===== src/rtl/pis_pkg.sv =====
package pis_pkg;
  localparam int NDOM   = 3;
  localparam int NSTRAP = 4;
  localparam int NREG   = 2 + NSTRAP;

  localparam logic [NDOM-1:0] M_G2 = 3'b001;
  localparam logic [NDOM-1:0] M_G1 = 3'b010;
  localparam logic [NDOM-1:0] M_H1 = 3'b100;

  typedef enum logic [3:0] {
    S_IDLE,
    S_BUS_REQ,
    S_BUS_BRIDGE,
    S_BUS_SETTLE,
    S_BUS_STRAP,
    S_SUB_PREP,
    S_SUB_REQ,
    S_SUB_SETTLE,
    S_SUB_REL,
    S_OFF_PREP,
    S_OFF_DROP,
    S_BUS_DN_PREP,
    S_BUS_DN_DROP
  } seq_state_e;

  typedef struct packed {
    logic            wr_rst;
    logic [NDOM-1:0] rst_val;
    logic            wr_clk;
    logic [NDOM-1:0] clk_val;
    logic            set_straps;
  } seq_wr_t;
endpackage


===== src/rtl/pis_settle_timer.sv =====
module pis_settle_timer #(
  parameter int WAIT_CYC = 250
) (
  input  logic clk,
  input  logic rst_n,
  input  logic start,
  output logic done
);
  localparam int CW = (WAIT_CYC > 1) ? $clog2(WAIT_CYC) : 1;

  logic [CW-1:0] cnt_q, cnt_d;
  logic          run_q, run_d;

  always_comb begin
    cnt_d = cnt_q;
    run_d = run_q;
    if (start) begin
      cnt_d = CW'(WAIT_CYC - 1);
      run_d = 1'b1;
    end else if (run_q) begin
      if (cnt_q == '0) run_d = 1'b0;
      else             cnt_d = cnt_q - 1'b1;
    end
  end

  always_ff @(posedge clk or negedge rst_n) begin
    if (!rst_n) begin
      cnt_q <= '0;
      run_q <= 1'b0;
    end else begin
      cnt_q <= cnt_d;
      run_q <= run_d;
    end
  end

  assign done = run_q && (cnt_q == '0) && !start;

  p_no_early_done_r4: assert property (@(posedge clk) disable iff (!rst_n)
    start |=> !done);
endmodule


===== src/rtl/pis_regfile.sv =====
module pis_regfile
  import pis_pkg::*;
#(
  parameter int DW     = 32,
  parameter int ADDR_W = 8
) (
  input  logic              clk,
  input  logic              rst_n,
  input  logic              live,
  input  logic              sw_wr,
  input  logic [ADDR_W-1:0] sw_addr,
  input  logic [DW-1:0]     sw_wdata,
  input  seq_wr_t           seq,
  output logic [DW-1:0]     rdata,
  output logic [NDOM-1:0]   rst_bits,
  output logic [NDOM-1:0]   clk_bits
);
  localparam int IDX_W = ADDR_W - 2;
  localparam logic [ADDR_W-1:0] OFS_END = ADDR_W'(NREG * 4);

  logic [NDOM-1:0]             rst_q, rst_d;
  logic [NDOM-1:0]             clk_q, clk_d;
  logic [NSTRAP-1:0][DW-1:0]   strap_q, strap_d;
  logic [IDX_W-1:0]            widx;
  logic                        addr_ok;

  assign widx    = sw_addr[ADDR_W-1:2];
  assign addr_ok = (sw_addr[1:0] == 2'b00) && (sw_addr < OFS_END);

  always_comb begin
    rst_d   = rst_q;
    clk_d   = clk_q;
    strap_d = strap_q;
    if (!live) begin
      rst_d   = '0;
      clk_d   = '0;
      strap_d = '0;
    end else begin
      if (sw_wr && addr_ok) begin
        if (widx == IDX_W'(0)) rst_d = sw_wdata[NDOM-1:0];
        if (widx == IDX_W'(1)) clk_d = sw_wdata[NDOM-1:0];
        for (int k = 0; k < NSTRAP; k++)
          if (widx == IDX_W'(k + 2)) strap_d[k] = sw_wdata;
      end
      if (seq.wr_rst)     rst_d   = seq.rst_val;
      if (seq.wr_clk)     clk_d   = seq.clk_val;
      if (seq.set_straps) strap_d = '1;
    end
  end

  always_ff @(posedge clk or negedge rst_n) begin
    if (!rst_n) begin
      rst_q   <= '0;
      clk_q   <= '0;
      strap_q <= '0;
    end else begin
      rst_q   <= rst_d;
      clk_q   <= clk_d;
      strap_q <= strap_d;
    end
  end

  always_comb begin
    rdata = '0;
    if (live && addr_ok) begin
      if (widx == IDX_W'(0)) rdata = DW'(rst_q);
      if (widx == IDX_W'(1)) rdata = DW'(clk_q);
      for (int k = 0; k < NSTRAP; k++)
        if (widx == IDX_W'(k + 2)) rdata = strap_q[k];
    end
  end

  assign rst_bits = rst_q;
  assign clk_bits = clk_q;

  p_island_loss_r8: assert property (@(posedge clk) disable iff (!rst_n)
    !live |=> (rst_q == '0 && clk_q == '0 && strap_q == '0));
endmodule


===== src/rtl/pis_seq_ctrl.sv =====
module pis_seq_ctrl
  import pis_pkg::*;
(
  input  logic            clk,
  input  logic            rst_n,
  input  logic [NDOM-1:0] pon_req,
  input  logic [NDOM-1:0] poff_req,
  input  logic            bus_pwr_ack,
  input  logic [NDOM-1:0] sub_pwr_ack,
  input  logic [NDOM-1:0] rst_bits,
  input  logic [NDOM-1:0] clk_bits,
  input  logic            tmr_done,
  output logic            tmr_start,
  output logic            bus_pwr_req,
  output logic [NDOM-1:0] sub_pwr_req,
  output seq_wr_t         seq,
  output logic            live
);
  seq_state_e      st_q, st_d;
  logic [NDOM-1:0] cur_q, cur_d;
  logic [NDOM-1:0] on_q, on_d;
  logic [NDOM-1:0] pend_on_q, pend_on_d;
  logic [NDOM-1:0] pend_off_q, pend_off_d;
  logic [NDOM-1:0] sub_req_q, sub_req_d;
  logic            bus_req_q, bus_req_d;
  logic [NDOM-1:0] want, pick;

  // fixed service priority: G1, then G2, then H1
  always_comb begin
    pick = '0;
    if      ((want & M_G1) != '0) pick = M_G1;
    else if ((want & M_G2) != '0) pick = M_G2;
    else if ((want & M_H1) != '0) pick = M_H1;
  end

  always_comb begin
    st_d       = st_q;
    cur_d      = cur_q;
    on_d       = on_q;
    sub_req_d  = sub_req_q;
    bus_req_d  = bus_req_q;
    tmr_start  = 1'b0;
    seq        = '0;
    pend_on_d  = (pend_on_q & ~poff_req) | pon_req;
    pend_off_d = (pend_off_q | poff_req) & ~pon_req;
    want       = '0;

    case (st_q)
      S_IDLE: begin
        pend_on_d  = pend_on_d & ~on_q;
        pend_off_d = pend_off_d & on_q;
        want       = pend_on_d | pend_off_d;
        if (want != '0) begin
          cur_d      = pick;
          pend_on_d  = pend_on_d & ~pick;
          pend_off_d = pend_off_d & ~pick;
          if ((on_q & pick) != '0) st_d = S_OFF_PREP;
          else if (bus_req_q)      st_d = S_SUB_PREP;
          else                     st_d = S_BUS_REQ;
        end
      end
      S_BUS_REQ: begin
        bus_req_d = 1'b1;
        if (bus_req_q && bus_pwr_ack) st_d = S_BUS_BRIDGE;
      end
      S_BUS_BRIDGE: begin
        seq.wr_rst  = 1'b1;
        seq.rst_val = '0;
        seq.wr_clk  = 1'b1;
        seq.clk_val = '1;
        tmr_start   = 1'b1;
        st_d        = S_BUS_SETTLE;
      end
      S_BUS_SETTLE: begin
        if (tmr_done) st_d = S_BUS_STRAP;
      end
      S_BUS_STRAP: begin
        seq.set_straps = 1'b1;
        seq.wr_clk     = 1'b1;
        seq.clk_val    = '0;
        st_d           = S_SUB_PREP;
      end
      S_SUB_PREP: begin
        seq.wr_rst  = 1'b1;
        seq.rst_val = rst_bits & ~cur_q;
        seq.wr_clk  = 1'b1;
        seq.clk_val = clk_bits | cur_q;
        st_d        = S_SUB_REQ;
      end
      S_SUB_REQ: begin
        sub_req_d = sub_req_q | cur_q;
        if ((sub_req_q & cur_q) != '0 && (sub_pwr_ack & cur_q) != '0) begin
          tmr_start = 1'b1;
          st_d      = S_SUB_SETTLE;
        end
      end
      S_SUB_SETTLE: begin
        if (tmr_done) st_d = S_SUB_REL;
      end
      S_SUB_REL: begin
        seq.wr_rst  = 1'b1;
        seq.rst_val = rst_bits | cur_q;
        on_d        = on_q | cur_q;
        st_d        = S_IDLE;
      end
      S_OFF_PREP: begin
        seq.wr_rst  = 1'b1;
        seq.rst_val = rst_bits & ~cur_q;
        seq.wr_clk  = 1'b1;
        seq.clk_val = clk_bits & ~cur_q;
        st_d        = S_OFF_DROP;
      end
      S_OFF_DROP: begin
        sub_req_d = sub_req_q & ~cur_q;
        if ((sub_req_q & cur_q) == '0 && (sub_pwr_ack & cur_q) == '0) begin
          on_d = on_q & ~cur_q;
          st_d = ((on_q & ~cur_q) == '0) ? S_BUS_DN_PREP : S_IDLE;
        end
      end
      S_BUS_DN_PREP: begin
        seq.wr_rst  = 1'b1;
        seq.rst_val = '0;
        seq.wr_clk  = 1'b1;
        seq.clk_val = '1;
        st_d        = S_BUS_DN_DROP;
      end
      S_BUS_DN_DROP: begin
        bus_req_d = 1'b0;
        if (!bus_req_q && !bus_pwr_ack) st_d = S_IDLE;
      end
      default: st_d = S_IDLE;
    endcase
  end

  always_ff @(posedge clk or negedge rst_n) begin
    if (!rst_n) begin
      st_q       <= S_IDLE;
      cur_q      <= '0;
      on_q       <= '0;
      pend_on_q  <= '0;
      pend_off_q <= '0;
      sub_req_q  <= '0;
      bus_req_q  <= 1'b0;
    end else begin
      st_q       <= st_d;
      cur_q      <= cur_d;
      on_q       <= on_d;
      pend_on_q  <= pend_on_d;
      pend_off_q <= pend_off_d;
      sub_req_q  <= sub_req_d;
      bus_req_q  <= bus_req_d;
    end
  end

  assign bus_pwr_req = bus_req_q;
  assign sub_pwr_req = sub_req_q;
  assign live        = bus_req_q & bus_pwr_ack;

  p_bus_first_r1: assert property (@(posedge clk) disable iff (!rst_n)
    (sub_req_q != '0) |-> (bus_req_q && bus_pwr_ack));

  p_one_at_a_time_r11: assert property (@(posedge clk) disable iff (!rst_n)
    $countones(sub_req_q ^ $past(sub_req_q)) <= 1);
endmodule


===== src/rtl/pwr_island_seq.sv =====
module pwr_island_seq
  import pis_pkg::*;
#(
  parameter int CLK_FREQ_HZ = 50_000_000,
  parameter int SETTLE_NS   = 5000,
  parameter int DATA_W      = 32,
  parameter int ADDR_W      = 8
) (
  input  logic              clk,
  input  logic              rst_n,
  input  logic [2:0]        pon_req,
  input  logic [2:0]        poff_req,
  output logic              bus_pwr_req,
  input  logic              bus_pwr_ack,
  output logic [2:0]        sub_pwr_req,
  input  logic [2:0]        sub_pwr_ack,
  output logic [2:0]        sub_rst_n,
  output logic [2:0]        sub_clk_en,
  input  logic              reg_wr_en,
  input  logic [ADDR_W-1:0] reg_addr,
  input  logic [DATA_W-1:0] reg_wdata,
  output logic [DATA_W-1:0] reg_rdata
);
  localparam int WAIT_RAW = (CLK_FREQ_HZ / 1000) * SETTLE_NS / 1_000_000;
  localparam int WAIT_CYC = (WAIT_RAW < 1) ? 1 : WAIT_RAW;
  localparam int HC_W     = $clog2(WAIT_CYC + 1);

  seq_wr_t         seq;
  logic            live, tmr_start, tmr_done;
  logic [NDOM-1:0] rst_bits, clk_bits;

  pis_seq_ctrl u_ctrl (
    .clk         (clk),
    .rst_n       (rst_n),
    .pon_req     (pon_req),
    .poff_req    (poff_req),
    .bus_pwr_ack (bus_pwr_ack),
    .sub_pwr_ack (sub_pwr_ack),
    .rst_bits    (rst_bits),
    .clk_bits    (clk_bits),
    .tmr_done    (tmr_done),
    .tmr_start   (tmr_start),
    .bus_pwr_req (bus_pwr_req),
    .sub_pwr_req (sub_pwr_req),
    .seq         (seq),
    .live        (live)
  );

  pis_settle_timer #(.WAIT_CYC(WAIT_CYC)) u_tmr (
    .clk   (clk),
    .rst_n (rst_n),
    .start (tmr_start),
    .done  (tmr_done)
  );

  pis_regfile #(.DW(DATA_W), .ADDR_W(ADDR_W)) u_regs (
    .clk      (clk),
    .rst_n    (rst_n),
    .live     (live),
    .sw_wr    (reg_wr_en),
    .sw_addr  (reg_addr),
    .sw_wdata (reg_wdata),
    .seq      (seq),
    .rdata    (reg_rdata),
    .rst_bits (rst_bits),
    .clk_bits (clk_bits)
  );

  assign sub_rst_n  = rst_bits;
  assign sub_clk_en = clk_bits;

  logic sw_touch;
  assign sw_touch = reg_wr_en && (reg_addr == '0);

  p_bridge_at_bus_drop_r8: assert property (@(posedge clk) disable iff (!rst_n)
    $fell(bus_pwr_req) |-> (sub_rst_n == '0 && sub_clk_en == '1));

  p_dead_reads_r9: assert property (@(posedge clk) disable iff (!rst_n)
    !(bus_pwr_req && bus_pwr_ack) |-> (reg_rdata == '0));

  for (genvar g = 0; g < NDOM; g++) begin : g_dom
    logic [HC_W-1:0] hi_cnt_q, hi_cnt_d;

    always_comb begin
      hi_cnt_d = '0;
      if (sub_pwr_req[g] && sub_pwr_ack[g])
        hi_cnt_d = (hi_cnt_q == HC_W'(WAIT_CYC)) ? hi_cnt_q : hi_cnt_q + 1'b1;
    end

    always_ff @(posedge clk or negedge rst_n) begin
      if (!rst_n) hi_cnt_q <= '0;
      else        hi_cnt_q <= hi_cnt_d;
    end

    p_rst_before_req_r3: assert property (@(posedge clk) disable iff (!rst_n)
      $rose(sub_pwr_req[g]) |-> (!sub_rst_n[g] && sub_clk_en[g]));

    p_safe_before_drop_r6: assert property (@(posedge clk) disable iff (!rst_n)
      $fell(sub_pwr_req[g]) |-> (!sub_rst_n[g] && !sub_clk_en[g]));

    p_settle_window_r4: assert property (@(posedge clk) disable iff (!rst_n)
      ($rose(sub_rst_n[g]) && !$past(sw_touch)) |-> (hi_cnt_q >= HC_W'(WAIT_CYC)));
  end
endmodule


===== config.mk =====
export PLATFORM = sky130hd
export DESIGN_NAME = pwr_island_seq
export DESIGN_NICKNAME = d
export VERILOG_FILES = /design/src/rtl/pis_pkg.sv /design/src/rtl/pis_settle_timer.sv /design/src/rtl/pis_regfile.sv /design/src/rtl/pis_seq_ctrl.sv /design/src/rtl/pwr_island_seq.sv
export SDC_FILE = /design/constraint.sdc
export NUM_CORES = 1
export LEC_CHECK = 0
export BUFFER_PORTS_ARGS = -buffer_cell sky130_fd_sc_hd__buf_2
export CAP_MARGIN = 5
export CELL_PAD_IN_SITES_DETAIL_PLACEMENT = 0
export CELL_PAD_IN_SITES_GLOBAL_PLACEMENT = 1
export CORE_UTILIZATION = 43
export CTS_CLUSTER_SIZE = 10
export DETAILED_ROUTE_END_ITERATION = 7
export GPL_TIMING_DRIVEN = 0
export PLACE_DENSITY = 0.82
export SLEW_MARGIN = 0
export SYNTH_ARGS = -nofsm -noshare
export SYNTH_HDL_FRONTEND = slang
export SYNTH_HIERARCHICAL = 1
export SYNTH_SLANG_ARGS = --single-unit

===== constraint.sdc =====
create_clock -name clk -period 2.7 [get_ports clk]
set_clock_uncertainty 0.2 [all_clocks]
set_input_delay 0.135 -clock clk [delete_from_list [all_inputs] [get_ports clk]]
set_output_delay 0.135 -clock clk [all_outputs]
set_load 0.01 [all_outputs]

Word-level counts from Yosys, hierarchy flattened
Cells that the tools add are included.
W data, S select, Z words.
{"block": "word_totals", "wordCells": 172, "regBits": 163, "inputBits": 53, "output_inout_bits": 42}
{"block": "classes", "bitwise": 26, "eq_ne": 34, "order_cmp": 1, "mux": 56, "n_reduce_logical": 39, "addsub": 1}
{"cell": "$mux W128", "n": 3}
{"cell": "$mux W32", "n": 9}
{"cell": "$mux W3", "n": 20}
{"cell": "$pmux W4 S12", "n": 1}
{"cell": "$and A3 B3 Y3", "n": 13}
{"cell": "$mux W4", "n": 9}
{"cell": "$ne A3 B3 Y1 const B", "n": 9}
{"cell": "$mux W8", "n": 3}
{"cell": "$or A3 B3 Y3", "n": 7}
{"cell": "$eq A4 B4 Y1 const B", "n": 5}
{"cell": "$reduce_and A2 Y1", "n": 9}
{"cell": "$eq A4 B3 Y1 const B", "n": 4}
{"cell": "$pmux W4 S4", "n": 1}
{"cell": "$not A3 Y3", "n": 5}
{"cell": "$eq A6 B2 Y1 const B", "n": 2}
{"cell": "$eq A6 B3 Y1 const B", "n": 2}
{"cell": "$ne A2 B1 Y1 const B", "n": 6}
{"cell": "$pmux W3 S2", "n": 2}
{"cell": "$pmux W4 S3", "n": 1}
{"cell": "$reduce_bool A3 Y1", "n": 4}
{"cell": "$logic_and A1 B1 Y1", "n": 9}
{"cell": "$logic_not A3 Y1", "n": 3}
{"cell": "$eq A4 B2 Y1 const B", "n": 2}
{"cell": "$logic_not A8 Y1", "n": 1}
{"cell": "other kinds (15)", "n": 27}

Longest topological paths before layout
{"block": "logic_depth", "depth_word": 14, "ltp_mapped": 13, "ltp_nobuf": 11}

By module
Netlist, hierarchy kept.
{"mod": "pis_regfile", "seq_area_each_um2": 3353.2, "cells_each": 562, "area_per_inst_um2": 6787.8, "n_inst": 1}
{"mod": "pis_seq_ctrl", "seq_area_each_um2": 500.5, "cells_each": 177, "area_per_inst_um2": 1427.6, "n_inst": 1}
{"mod": "pis_settle_timer", "seq_area_each_um2": 225.2, "cells_each": 51, "area_per_inst_um2": 514.2, "n_inst": 1}

Worst setup path after synthesis
Ideal clock, no wire load.
{"block": "synth_path", "path_type": "reg2reg", "startpoint": "register u_ctrl.st_q[0]", "endpoint": "register u_ctrl.st_q[0]", "setup_time_ns": 0.131, "path_slack_ns": -0.121, "arrival_ns": 2.490, "path_buffers": 2, "stages_incl_launch_ff": 14, "path_cell_list": "dfrtp_1 > clkbuf_1 > nand2b_1 > nor2_1 > and2_1 > clkbuf_1 > inv_1 > and4_1 > nand2b_1 > a21oi_1 > nor4b_2 > o41ai_2 > nor4_2 > or3_1"}
{"block": "synth_between", "elab_cells_between_ends": 32, "classes_between": "eq/ne: 18; mux: 8; bitwise: 1; reduce/logical: 5"}
{"item": "start: declaration", "line_no": "pis_seq_ctrl.sv:19", "text": "seq_state_e st_q, st_d;"}
{"item": "start signal: assignment", "line_no": "pis_seq_ctrl.sv:145", "text": "st_q <= st_d;"}
{"item": "$eq A4 B3 Y1 or $eq A4 B2 Y1 (tied branches)", "line_no": "pis_seq_ctrl.sv:48", "text": "case (st_q)"}
{"item": "$pmux W1 S2 *", "line_no": "pis_seq_ctrl.sv:48"}
{"item": "via tmr_start", "line_no": "pwr_island_seq.sv:29", "text": "logic live, tmr_start, tmr_done;"}
{"item": "$logic_not A1 Y1 *", "line_no": "pis_settle_timer.sv:36", "text": "assign done = run_q && (cnt_q == '0) && !start;"}
{"item": "$logic_and A1 B1 Y1 *", "line_no": "pis_settle_timer.sv:36"}
{"item": "via tmr_done", "line_no": "pwr_island_seq.sv:29"}
{"item": "$ne A2 B2 Y1 (no source line)"}
{"item": "$reduce_and A7 Y1 (no source line) *"}
Mark *: on every way through the listed nets, which the timed path passes. The rest lies on a longest branch. The select of a mux whose other input is x is not followed.
A chain may end at the register's enable or synchronous reset.

Final worst setup path
{"block": "layout_path", "startpoint": "register u_ctrl.cur_q[2]", "endpoint": "register u_ctrl.st_q[0]"}
{"block": "layout_between", "elab_chain_cells": 9, "elab_cells_between_ends": 23, "classes_between": "eq/ne: 4; mux: 5; bitwise: 4; reduce/logical: 10"}
{"item": "start: declaration", "line_no": "pis_seq_ctrl.sv:20", "text": "logic [NDOM-1:0] cur_q, cur_d;"}
{"item": "start signal: assignment", "line_no": "pis_seq_ctrl.sv:146", "text": "cur_q <= cur_d;"}
{"item": "$and A3 B3 Y3", "line_no": "pis_seq_ctrl.sv:92", "text": "if ((sub_req_q & cur_q) != '0 && (sub_pwr_ack & cur_q) != '0) begin"}
{"item": "$reduce_bool A3 Y1", "line_no": "pis_seq_ctrl.sv:92"}
{"item": "$logic_and A1 B1 Y1 *", "line_no": "pis_seq_ctrl.sv:92"}
{"item": "$mux W1 *", "line_no": "pis_seq_ctrl.sv:92"}
{"item": "$pmux W1 S2 *", "line_no": "pis_seq_ctrl.sv:48"}
{"item": "via tmr_start", "line_no": "pwr_island_seq.sv:29"}
{"item": "$logic_not A1 Y1 *", "line_no": "pis_settle_timer.sv:36"}
{"item": "$logic_and A1 B1 Y1 *", "line_no": "pis_settle_timer.sv:36"}
{"item": "via tmr_done", "line_no": "pwr_island_seq.sv:29"}
{"item": "$ne A2 B2 Y1 (no source line)"}
{"item": "$reduce_and A7 Y1 (no source line) *"}
Marked as above.

==> results.cfg <==
[cells_and_area]
instances_no_fill = 1230
final_util = 0.548
nets = 1006
layout-drive-gt1-share = 0.335
mostFrequentLayoutCell = dfrtp_1
fillers = 1795
area_delta_synth_final_pct = 23.3
final_cell_mix = dfrtp_1 (161), buf_2 (122), mux2_2 (96)

[worst_hold_path]
worst_hold_path.num_cells = 4
holdCritPathClass = in2reg
min_from = bus_pwr_ack
hold_path_end = u_ctrl/st_q[3]$_DFFE_PN0P_

[setup_path]
end_kind = flip-flop
cp.arrival_ns = 2.92
crit_buf_inv = 3
r2r_slack_ns = -0.06
crit_family = simple AND/OR/NAND/NOR gates
crit_required_ns = 2.86
r2r_cells = 13
r2r_end = u_ctrl/st_q[0]$_DFFE_PN0P_
cp-start-kind = flip-flop
r2r-start = u_ctrl/cur_q[2]$_DFFE_PN0P_
path_class = reg2reg
worstPathCellList = buf_6 -> a222oi_1 -> buf_4 -> o21ai_1 -> and2_4 -> inv_4 -> and4_1 -> nand2b_4 -> a21oi_4 -> nor4b_4 -> o41ai_4 -> nor4_2 -> or3_1
cp_slowest_cell = dfrtp_1
critPathMaxStageDelay_ns = 0.37
cp_max_fo = 4

[placement]
dpl.hpwl_um = 16600
port_buffers = 92
place_congestion = 0.874
dp_cells = 1148

[die]
rows = 51
core_um2 = 19700
pin_count = 95
die_w_um = 144
die_y_um = 144
start_util = 0.444
die_area_um2 = 20900

[pwr]
p_comb_frac = 0.347
p_sw_mw = 3.28
peakVddDrop_uv = 459
p_clk_frac = 0.265
p_int_mw = 6.23
swShare = 0.345
p_per_area_nw_per_um2 = 883
p_leak_nw = 5.06
pwr-share-seq = 0.388

[route]
final_antenna_net_count = 0
wl_per_cell_um = 20.7
drc = 0
wl_um = 25400
drt-initial-drc-count = 568
viasPerCell = 6.00
num_vias = 7381
first_pass_iters = 5

[sta]
period_share = 1.02
max_freq_ghz = 0.363
relSlewSlack = 0.435
setup_ws_ns = -0.0586
slew_viol_final = 0
setup_violations = 1
tightest_slew_ns = 0.847
period_needed_ns = 2.76
hold_viol_final = 0
rsz0062_at_grt = yes

[cts]
insertion_delay_ns = 0.43
cts_tree = built
cts_sinks = 163
cts_made_buffers = 17
cts_buffer_depth = 2
root_buffer = clkbuf_16
path_clk_slew_ns = 0.07
cts_max_level = 4

[synth]
ys_warn_count = 6
synth-seq-area-share = 0.467
synth.distinct_cells = 71
netlist_instances = 790
netlist_area_um2 = 8730
async_reset_ff_frac = 1.00
synth_fp_nets = 845
ys.flop_type = dfrtp_1
ys_ff_latch = 163
synth-edff-count = 0
syn_area_per_cell_um2 = 11.1

[grt]
grtUsageTotal = 0.256
grt_pass1_vias = 7348
grt_overflow_total = 0
grt_pass1_wl_um = 40300
grt_max_degree = 93
antenna_found_initial = 1

[run_status]
violations = negative setup slack
status = finished with violations

[job]
drv_cap = 0
-- metrics by stage --
stage                     worst slack [ns]  hold WS (ns)  cell area, µm²  total power [mW]  setup TNS, ns
after floorplan                    0.00574        -0.361            8740              5.83              0
after global placement               -1.39         0.129            9540              6.64        -228.14
after detailed placement            -0.598       -0.0651            9570              6.71          -3.09
after CTS                           -0.111        0.0435           10700              9.49         -0.226
after global routing                -0.152        0.0653           10800              10.1         -0.638
final                              -0.0586        0.0466           10800              9.51        -0.0586
-- worst reg2reg max path, delay by kind of cell, from the launching register on --
| family | cells | cell delay, ns |
|---|---|---|
| AND/OR/NAND/NOR | 6 | 1.15 |
| buffers and inverters | 3 | 0.37 |
| AO/OA/AOI/OAI | 4 | 0.60 |
| flip-flops | 1 | 0.37 |
-- cell usage after synthesis (3+ instances only) --
library cell | n | share of area
clkbuf_1 | 37 | 0.016
nor2_1 | 57 | 0.025
dfrtp_1 | 163 | 0.47
nand2_1 | 18 | 0.0077
nor3_1 | 37 | 0.021
mux2_2 | 96 | 0.12
nand2b_1 | 10 | 0.0072
a221oi_1 | 31 | 0.031
buf_2 | 31 | 0.018
a22o_1 | 3 | 0.0030
a21o_1 | 4 | 0.0034
nor2b_1 | 11 | 0.0079
mux2_1 | 4 | 0.0052
a21oi_1 | 28 | 0.016
a22oi_1 | 3 | 0.0026
a221o_1 | 65 | 0.075
and2_1 | 6 | 0.0043
nor4_1 | 3 | 0.0022
a211oi_1 | 4 | 0.0034
o21ai_0 | 17 | 0.0097
mux4_2 | 3 | 0.0077
and3_1 | 4 | 0.0029
nand3_1 | 7 | 0.0040
o21a_1 | 64 | 0.055
a31oi_1 | 3 | 0.0022
mux2i_1 | 7 | 0.0080
inv_1 | 13 | 0.0056
o211ai_1 | 4 | 0.0034
buf_1 | 4 | 0.0017
or3_1 | 3 | 0.0022
-- area by class of cell --
type	instances	area, µm²	area share
antenna	1	2.50	0.000232
buffer	73	359	0.0333
clock buffer	20	467	0.0433
clock inverter	12	144	0.0134
inverter	13	51.3	0.00476
multi-input combinational	539	4350	0.404
sequential	163	4080	0.379
tap	265	332	0.0308
timing repair buffer	144	986	0.0916
-- power groups by stage --
| stage | clock network [mW] | registers, mW | logic (mW) |
|---|---|---|---|
| 2_1_floorplan | 0 | 3.57 | 2.26 |
| 3_3_place_gp | 0 | 3.67 | 2.97 |
| 3_5_place_dp | 0 | 3.69 | 3.02 |
| 4_1_cts | 2.55 | 3.66 | 3.28 |
| 5_1_grt | 2.66 | 3.77 | 3.63 |
| 6_report | 2.52 | 3.69 | 3.30 |
-- routing by layer --
layer,wire (µm),up-vias,global-route usage,part of all wire
met4,382,0,0.0742,0.015
li1,-,3361,-,-
met5,0,-,0,0
met1,11900,3735,0.363,0.47
met3,1380,27,0.0487,0.054
met2,11800,258,0.395,0.46
-- how the worst max path moves through the flow --
stage                                start                               to  slack, ns  cells after the start
3_5_place_dp   u_ctrl/cur_q[0]$_DFFE_PN0P_       u_ctrl/st_q[0]$_DFFE_PN0P_      -0.60                     13
5_1_grt         u_ctrl/st_q[0]$_DFFE_PN0P_       u_ctrl/st_q[0]$_DFFE_PN0P_      -0.15                     13
4_1_cts        u_ctrl/cur_q[0]$_DFFE_PN0P_       u_ctrl/st_q[0]$_DFFE_PN0P_      -0.11                     14
6_report       u_ctrl/cur_q[2]$_DFFE_PN0P_       u_ctrl/st_q[0]$_DFFE_PN0P_      -0.06                     13
3_3_place_gp                         rst_n  u_regs/strap_q[103]$_DFFE_PN0P_      -1.39                      1
2_1_floorplan  u_ctrl/cur_q[0]$_DFFE_PN0P_       u_ctrl/st_q[0]$_DFFE_PN0P_      0.006                     13
-- timing repair --
action / 4_1_cts / 5_1_grt
gates resized for setup: 26 / 28
endpoints found under the setup margin: 78 / 140
pin swaps: 9 / 4
hold endpoints to repair: 209 / 0
setup buffers: 8 / 1
hold buffers: 42 / 0
-- kinds of logic after synthesis --
kind of cell,after synthesis,synth area share
flops,163,0.467
compound gates,251,0.233
mux,110,0.145
buf+inv,88,0.0444
simple gates,175,0.107
xor+xnor,1,0.00100
fa+ha+maj,2,0.00287
-- state kept, by name, indices dropped and copies added, names as in the netlist, 3 cells and up, named ones only --
signal	flops
u_ctrl/cur_q	3
u_ctrl/pend_off_q	3
u_ctrl/pend_on_q	3
u_ctrl/st_q	4
u_regs/clk_bits	3
u_regs/rst_bits	3
u_regs/strap_q	128
u_tmr/cnt_q	8
Power figures use the tool's default switching activity.
